[config.mk]
export PLATFORM = sky130hd
export DESIGN_NAME = pwr_ctrl
export DESIGN_NICKNAME = d
export VERILOG_FILES = /design/src/rtl/pwr_ctrl_pkg.sv /design/src/rtl/pwr_rst_filter.sv /design/src/rtl/pwr_reg.sv /design/src/rtl/pwr_gate.sv /design/src/rtl/pwr_ctrl.sv
export SDC_FILE = /design/constraint.sdc
export NUM_CORES = 1
export LEC_CHECK = 0
export BUFFER_PORTS_ARGS = -buffer_cell sky130_fd_sc_hd__buf_4
export CORE_MARGIN = 10
export CORE_UTILIZATION = 45
export CTS_BUF_LIST = sky130_fd_sc_hd__clkbuf_4 sky130_fd_sc_hd__clkbuf_8
export DETAILED_ROUTE_END_ITERATION = 8
export PLACE_DENSITY = 0.8
export REMOVE_ABC_BUFFERS = 1
export SLEW_MARGIN = 40
export SYNTH_ARGS = -nofsm -noshare
export SYNTH_HDL_FRONTEND = slang
export SYNTH_SLANG_ARGS = --single-unit
[constraint.sdc]
create_clock -name clk -period 2.59 [get_ports clk]
set_input_delay 0.3885 -clock clk [delete_from_list [all_inputs] [get_ports clk]]
set_output_delay 0.3885 -clock clk [all_outputs]
set_load 0.02 [all_outputs]
[src/rtl/pwr_ctrl_pkg.sv]
package pwr_ctrl_pkg;

    localparam int unsigned BYTE_W   = 8;
    localparam int unsigned B_DBL    = 7;
    localparam int unsigned B_GFH    = 3;
    localparam int unsigned B_GFL    = 2;
    localparam int unsigned B_SLEEP  = 1;
    localparam int unsigned B_HALT   = 0;

    typedef enum logic [1:0] {
        PM_RUN   = 2'd0,
        PM_HALT  = 2'd1,
        PM_SLEEP = 2'd2
    } pmode_e;

    typedef struct packed {
        logic dbl;
        logic gf_hi;
        logic gf_lo;
        logic sleep;
        logic halt;
    } pctl_t;

    function automatic pctl_t byte_to_ctl(input logic [BYTE_W-1:0] b);
        pctl_t c;
        c.dbl   = b[B_DBL];
        c.gf_hi = b[B_GFH];
        c.gf_lo = b[B_GFL];
        c.sleep = b[B_SLEEP];
        c.halt  = b[B_HALT];
        return c;
    endfunction

    function automatic logic [BYTE_W-1:0] ctl_to_byte(input pctl_t c);
        logic [BYTE_W-1:0] b;
        b          = '0;
        b[B_DBL]   = c.dbl;
        b[B_GFH]   = c.gf_hi;
        b[B_GFL]   = c.gf_lo;
        b[B_SLEEP] = c.sleep;
        b[B_HALT]  = c.halt;
        return b;
    endfunction

    // sleep outranks halt when both are set
    function automatic pmode_e ctl_mode(input pctl_t c);
        if (c.sleep)     return PM_SLEEP;
        else if (c.halt) return PM_HALT;
        else             return PM_RUN;
    endfunction

endpackage

[src/rtl/pwr_rst_filter.sv]
module pwr_rst_filter #(
    parameter int unsigned RST_CYCLES = 24
) (
    input  logic clk,
    input  logic sys_rst,
    input  logic pin,
    input  logic fast,
    output logic hit,
    output logic core_rst
);
    localparam int unsigned CNT_W = $clog2(RST_CYCLES + 1);
    localparam logic [CNT_W-1:0] CNT_MAX  = CNT_W'(RST_CYCLES);
    localparam logic [CNT_W-1:0] CNT_LAST = CNT_W'(RST_CYCLES - 1);

    logic [CNT_W-1:0] cnt_q;
    logic [CNT_W-1:0] cnt_next;
    logic             core_rst_q;

    always_comb begin
        if (!pin)                 cnt_next = '0;
        else if (cnt_q == CNT_MAX) cnt_next = cnt_q;
        else                      cnt_next = cnt_q + 1'b1;
    end

    assign hit = pin && (core_rst_q || fast || (cnt_next == CNT_MAX));

    always_ff @(posedge clk) begin
        if (sys_rst) begin
            cnt_q      <= '0;
            core_rst_q <= 1'b0;
        end else begin
            cnt_q      <= cnt_next;
            core_rst_q <= hit;
        end
    end

    assign core_rst = core_rst_q;


    rst_width_chk: assert property (@(posedge clk) disable iff (sys_rst)
        $rose(core_rst_q) |-> ($past(fast) || $past(cnt_q) == CNT_LAST));


    rst_hold_chk: assert property (@(posedge clk) disable iff (sys_rst)
        (core_rst_q && pin) |=> core_rst_q);


    rst_drop_chk: assert property (@(posedge clk) disable iff (sys_rst)
        !pin |=> !core_rst_q);

endmodule

[src/rtl/pwr_reg.sv]
module pwr_reg
    import pwr_ctrl_pkg::*;
#(
    parameter int unsigned      ADDR_W   = 8,
    parameter logic [ADDR_W-1:0] REG_ADDR = ADDR_W'(8'h87)
) (
    input  logic              clk,
    input  logic              sys_rst,
    input  logic              wr,
    input  logic [ADDR_W-1:0] addr,
    input  logic [BYTE_W-1:0] wdata,
    input  logic              irq,
    input  logic              clr,
    output logic [BYTE_W-1:0] rdata,
    output pctl_t             ctl,
    output pmode_e            mode
);
    pctl_t ctl_q;
    logic  sel;
    logic  unused_rsvd;

    assign sel         = (addr == REG_ADDR);
    assign mode        = ctl_mode(ctl_q);
    assign unused_rsvd = ^wdata[6:4];

    always_ff @(posedge clk) begin
        if (sys_rst || clr) begin
            ctl_q <= '0;
        end else if (mode == PM_RUN) begin
            if (wr && sel) ctl_q <= byte_to_ctl(wdata);
        end else if (mode == PM_HALT) begin
            if (irq) begin
                ctl_q.halt  <= 1'b0;
                ctl_q.sleep <= 1'b0;
            end
        end
    end

    assign rdata = sel ? ctl_to_byte(ctl_q) : '0;
    assign ctl   = ctl_q;


    reg_reset_chk: assert property (@(posedge clk)
        sys_rst |=> (ctl_q == '0));


    halt_wake_chk: assert property (@(posedge clk) disable iff (sys_rst)
        (mode == PM_HALT && irq && !clr) |=>
        (!ctl_q.halt && ctl_q.dbl == $past(ctl_q.dbl) &&
         ctl_q.gf_hi == $past(ctl_q.gf_hi) && ctl_q.gf_lo == $past(ctl_q.gf_lo)));


    sleep_irq_chk: assert property (@(posedge clk) disable iff (sys_rst)
        (mode == PM_SLEEP && !clr) |=> (ctl_q == $past(ctl_q)));


    lowpwr_wr_chk: assert property (@(posedge clk) disable iff (sys_rst)
        (mode != PM_RUN && wr && !irq && !clr) |=> (ctl_q == $past(ctl_q)));

endmodule

[src/rtl/pwr_gate.sv]
module pwr_gate
    import pwr_ctrl_pkg::*;
(
    input  pmode_e mode,
    output logic   cpu_en,
    output logic   osc_en
);
    always_comb begin
        case (mode)
            PM_HALT:  begin cpu_en = 1'b0; osc_en = 1'b1; end
            PM_SLEEP: begin cpu_en = 1'b0; osc_en = 1'b0; end
            default:  begin cpu_en = 1'b1; osc_en = 1'b1; end
        endcase
    end


    gate_order_chk: assert final (osc_en || !cpu_en);

endmodule

[src/rtl/pwr_ctrl.sv]
module pwr_ctrl
    import pwr_ctrl_pkg::*;
#(
    parameter int unsigned       ADDR_W     = 8,
    parameter logic [ADDR_W-1:0] REG_ADDR   = ADDR_W'(8'h87),
    parameter int unsigned       OSC_PER_MC = 12,
    parameter int unsigned       RST_MC     = 2
) (
    input  logic              clk,
    input  logic              sys_rst,
    input  logic              rst_pin,
    input  logic              irq_pend,
    input  logic              bus_wr,
    input  logic [ADDR_W-1:0] bus_addr,
    input  logic [7:0]        bus_wdata,
    output logic [7:0]        bus_rdata,
    output logic              cpu_clk_en,
    output logic              osc_clk_en,
    output logic              baud_dbl,
    output logic              core_rst
);
    localparam int unsigned RST_CYCLES = OSC_PER_MC * RST_MC;

    pctl_t  ctl;
    pmode_e mode;
    logic   rst_hit;

    pwr_rst_filter #(.RST_CYCLES(RST_CYCLES)) u_filt (
        .clk      (clk),
        .sys_rst  (sys_rst),
        .pin      (rst_pin),
        .fast     (mode == PM_SLEEP),
        .hit      (rst_hit),
        .core_rst (core_rst)
    );

    pwr_reg #(.ADDR_W(ADDR_W), .REG_ADDR(REG_ADDR)) u_reg (
        .clk     (clk),
        .sys_rst (sys_rst),
        .wr      (bus_wr),
        .addr    (bus_addr),
        .wdata   (bus_wdata),
        .irq     (irq_pend),
        .clr     (rst_hit),
        .rdata   (bus_rdata),
        .ctl     (ctl),
        .mode    (mode)
    );

    pwr_gate u_gate (
        .mode   (mode),
        .cpu_en (cpu_clk_en),
        .osc_en (osc_clk_en)
    );

    assign baud_dbl = ctl.dbl;

endmodule

## Yosys cells after proc, flatten, opt, wreduce, memory -nomap -nowiden

Index checks and enable logic that the tools add are counted.

- Add/sub/neg operators: 1
- Eq/ne operators: 6
- Multiplexer cells: 11
- Reduce and logical (&&, ||, !) cells: 11

Operators with widths:

| operator | count |
|---|---|
| 5-bit == test (second input constant) | 2 |
| 2-bit two-way mux | 5 |
| 5-bit two-way mux | 2 |
| 8-bit == test (second input constant) | 1 |
| 8-bit two-way mux | 1 |
| 5-bit by 1-bit adder with 5-bit output (second input constant) | 1 |
| 2-bit nonzero test | 2 |
| 1-bit logical OR | 3 |
| 1-bit two-way mux | 3 |
| 3-bit AND reduction | 1 |
| 2-bit by 1-bit == test with 1-bit output (second input constant) | 1 |
| 2-bit == test (second input constant) | 1 |
| 1-bit logical AND | 2 |
| 2-bit zero test | 1 |
| 2-bit != test (second input constant) | 1 |
| 2-bit AND reduction | 1 |
| 2-bit OR reduction | 1 |

- Bits in registers: 11
- Output and inout bits: 12

## Depth between registers and ports, before layout

- Depth after elaboration: 7
- Mapped depth: 6

## Modules after synthesis

Synthesis repeated with hierarchy kept, for this count alone.

- Cell total of the unflattened synthesis: 86
- Area, all modules: 738.2 um2

Modules (own cells, without submodules):

| module | times used | cells an instance | area an instance (um2) | seq. area each (um2) |
|---|---|---|---|---|
| pwr_rst_filter | 1 | 42 | 390.4 | 120.1 |
| pwr_reg | 1 | 40 | 314.1 | 100.1 |
| pwr_gate | 1 | 3 | 20.0 | 0.0 |
| pwr_ctrl | 1 | 1 | 13.8 | 0.0 |

## Worst setup path before layout

No wires, ideal clock.

- Path type: in2reg
- Start: in bus_addr[5]
- End: reg u_reg.ctl_q, in the netlist u_reg.ctl[1]
- Library setup time: 66 ps
- Data arrival time: 1765 ps
- Slack: 758 ps
- Stages: 5
- Buffers on the path: 1
- Path through: or2_1 or4b_1 buf_2 or3b_1 a21oi_2

- Longest elaborated chain between the ends: 4

Ends and longest elaborated chain:

| what | line | text |
|---|---|---|
| from (decl) | pwr_ctrl.sv:14 | `input logic [ADDR_W-1:0] bus_addr,` |
| 8-bit == test | pwr_reg.sv:22 | `assign sel = (addr == REG_ADDR);` |
| 1-bit logical AND | pwr_reg.sv:30 | `if (wr && sel) ctl_q <= byte_to_ctl(wdata);` |
| 2-bit != test (no line) | - |  |
| 3-bit AND reduction (no line) | - |  |
| to (signal assigned) | pwr_reg.sv:30 |  |
| to (decl) | pwr_reg.sv:18 | `pctl_t ctl_q;` |

Every way passes these cells.
A chain may end at the register's enable or synchronous reset.

## Worst setup path after layout

- Start: reg u_filt.cnt_q[0]
- End: reg u_reg.ctl_q, in the netlist u_reg.ctl[4]

- Longest elaborated chain between the ends: 7
- Elaborated cells on any way between the ends: 8

Ends and longest elaborated chain:

| what | line | text |
|---|---|---|
| from (decl) | pwr_rst_filter.sv:15 | `logic [CNT_W-1:0] cnt_q;` |
| from (signal assigned) | pwr_rst_filter.sv:32 | `cnt_q <= cnt_next;` |
| 5-bit by 1-bit adder with 5-bit output / 5-bit == test (equally long branches) | pwr_rst_filter.sv:22, pwr_rst_filter.sv:21 |  |
| 5-bit two-way mux * | pwr_rst_filter.sv:21 | `else if (cnt_q == CNT_MAX) cnt_next = cnt_q;` |
| 5-bit two-way mux * | pwr_rst_filter.sv:20 | `if (!pin) cnt_next = '0;` |
| 5-bit == test * | pwr_rst_filter.sv:25 | `assign hit = pin && (core_rst_q \|\| fast \|\| (cnt_next == CNT_MAX));` |
| 1-bit logical OR * | pwr_rst_filter.sv:25 |  |
| 1-bit logical AND * | pwr_rst_filter.sv:25 |  |
| 1-bit logical OR * | pwr_reg.sv:27 | `if (sys_rst \|\| clr) begin` |

Every way passes the cells marked *; elsewhere a longest branch is shown, timed or not.

==> flow_summary.json <==
{
  "antenna_cells": 0,
  "timing.rr.start": "u_filt.cnt_q[0]",
  "root_buffer": "clkbuf_4",
  "worstSetupEndpointType": "register",
  "drive_above_1_share_pct": 32.4,
  "syn_to_final_growth_pct": 35.3,
  "maxCapViolCount": 0,
  "required_ps": 2730,
  "reg2regPathDepth": 5,
  "critical_path_class": "reg2reg",
  "worstSetupEndpoint": "u_reg.ctl[4]",
  "cts_tree": "yes",
  "slew_headroom_pct": 61.0,
  "synth_xor_xnor_area_share_pct": 4.14,
  "yosys_warnings": 0,
  "synth_compound_area_share_pct": 9.47,
  "power_leakage_nw": 0.412,
  "min_path_type": "in2reg",
  "ys.flop_type": "dfxtp_1",
  "finalSetupTns_ps": 0,
  "wl_um": 1530,
  "ir_drop_mv": 0.324,
  "clock_skew_ps": 2.29,
  "netlist_area_um2": 634,
  "first_pass_iters": 4,
  "synth_top_family_by_area": "simple AND/OR/NAND/NOR gates",
  "placed_cell_area_um2": 828,
  "hp-start": "bus_wdata[3]",
  "cts_setup_buffers": 0,
  "rrSetupSlack_ps": 570,
  "final_nets": 126,
  "cts_sinks": 11,
  "h-tree-depth": 1,
  "viasPerCell": 5.07,
  "die_area_mm2": 0.00331,
  "seq_area_um2": 220,
  "die_width_um": 57.5,
  "rsz0062_at_grt": "no",
  "syn_inst": 74,
  "overflow": 0,
  "gp_congestion": 0.787,
  "numCtsBuffers": 3,
  "placementRows": 13,
  "synth_enable_flop_cells": 0,
  "pin_count": 33,
  "hold_viol": 0,
  "drt-wirelength-per-cell_um": 13.1,
  "synthAdderAreaFrac_pct": 3.94,
  "via_count": 593,
  "power.total_uw": 338,
  "critical_path.max_fanout": 6,
  "clock_latency_ps": 270,
  "crit_arrival_ps": 2160,
  "finalMaxSlewViolations": 0,
  "r2r-end": "u_reg.ctl[4]",
  "worstMarginPinSlew_ps": 579,
  "initial_core_util_pct": 48.1,
  "min_period_ps": 2020,
  "fin_crit_sh_pct": 78.0,
  "grt_pass1_vias": 559,
  "syn_area_per_cell_um2": 8.57,
  "hold_buffers": 0,
  "grt_first_pass_wirelength_um": 2440,
  "power_density_mw_per_mm2": 393,
  "grt_max_degree": 8,
  "crit_path_start_kind": "register",
  "antenna_found_initial": 0,
  "multi_input_area_um2": 375,
  "post_synth_num_cell_types": 29,
  "cts-resized-gates": 0,
  "synthSimpleGateAreaFrac_pct": 33.5,
  "final_antenna_net_count": 0,
  "io_buffers": 26,
  "die_h_um": 57.5,
  "ys_ff_latch": 11,
  "fp.coreArea_mm2": 0.00132,
  "status": "finished clean",
  "cts_buffer_depth": 2,
  "synth_async_sr_flop_share_pct": 0,
  "grtUsageTotal_pct": 9.21,
  "crit_start": "u_filt.cnt_q[0]",
  "fillerInstances": 125,
  "yosys-mux-area-fraction_pct": 6.31,
  "hpwl_um": 1310,
  "clock.fmax_mhz": 495,
  "drc_errors": 0,
  "fin_area_um2": 858,
  "path_clk_slew_ps": 60,
  "setup_viol": 0,
  "drt-initial-drc-count": 5,
  "ys_seq_area_share_pct": 34.7
}
[kinds of logic after synthesis]
kind of cell / Yosys count
AOI/OAI and AO/OA: 8
xor gates and xnor gates: 3
adders and majority gates: 2
buffers and inverters: 9
DFF: 11
muxes: 4
other: 1
and+or+nand+nor: 36
[layer usage]
layer	vias to the layer above	track usage [%]	wire length, um	share of wire [%]
met5	-	0	0	0
met1	264	9.33	613	40
met2	16	15.6	827	54
met4	0	6.04	36	2.4
met3	4	3.10	50	3.3
li1	309	-	-	-
[power by group]
part / internal [mW] / switching [mW] / leakage (nW) / total (mW)
combinational: 0.0237 / 0.0166 / 0.304 / 0.0403
clock: 0.0701 / 0.0542 / 0.0184 / 0.124
sequential: 0.171 / 0.00226 / 0.0889 / 0.173
[cell usage after synthesis, drive strengths merged (2+ instances only)]
| cell | instances | area, um2 |
|---|---|---|
| or2 | 2 | 12.5 |
| and2 | 4 | 25.0 |
| buf | 4 | 27.5 |
| ha | 2 | 25.0 |
| or3b | 2 | 17.5 |
| dfxtp | 11 | 220 |
| xor2 | 2 | 17.5 |
| nand2 | 2 | 7.51 |
| nand2b | 2 | 12.5 |
| nand4b | 4 | 35.0 |
| nand3 | 3 | 15.0 |
| a21oi | 5 | 28.8 |
| nor2 | 10 | 37.5 |
| inv | 5 | 18.8 |
| nor4 | 2 | 12.5 |
| mux2i | 4 | 40.0 |
[critical path, cell delays in order, from the launching register on]
cell,delay (ps)
dfxtp_1,360
ha_1,280
or3b_1,360
and4_1,230
o41ai_2,550
nor2_1,100
[worst min path at each step]
stage,end,slack [ps],cells after the start
CTS,u_reg.ctl[2],350,3
finish,u_reg.ctl[3],360,3
global placement,u_reg.ctl[2],470,2
floorplan,u_reg.ctl[2],450,2
detailed placement,u_reg.ctl[2],490,2
global route,u_reg.ctl[2],390,3
[flip-flops by register name, indices dropped and copies added (netlist names)]
name             cells
u_filt.cnt_q         5
u_filt.core_rst      1
u_reg.ctl            5
[placed cells by master (no fill, tap or decap)]
cell type / count
nand4b_1: 4
or4b_1: 1
nor2b_1: 1
nand2_1: 2
inv_1: 5
or2_2: 1
nor3_1: 1
and4_1: 1
xnor2_1: 1
nor4_1: 2
dfxtp_1: 11
mux2i_1: 4
nand2b_1: 2
o21ba_1: 1
nor2_1: 10
a21oi_2: 1
or3b_1: 2
o21ai_0: 1
o41ai_2: 1
and2_1: 4
a21oi_1: 4
nor3b_1: 1
ha_1: 2
conb_1: 3
clkbuf_4: 4
xor2_1: 2
nand3_1: 3
buf_4: 26
or2_1: 1
[area by class of cell]
type / count / share of cell area, %
tap: 15 / 2.19
clock buffer: 4 / 3.50
multi-input combinational: 56 / 43.7
inverter: 5 / 2.19
timing repair buffer: 26 / 22.7
sequential: 11 / 25.7
[metrics by stage]
stage	hold WS (ps)	util, %	worst slack [ps]	cells
detailed placement	490	62.9	564	113
global placement	474	62.9	599	113
floorplan	455	-	768	72
finish	358	65.1	570	117
global route	390	65.1	440	117
CTS	349	65.1	550	117
No activity file was read; power rests on OpenSTA's default activity.
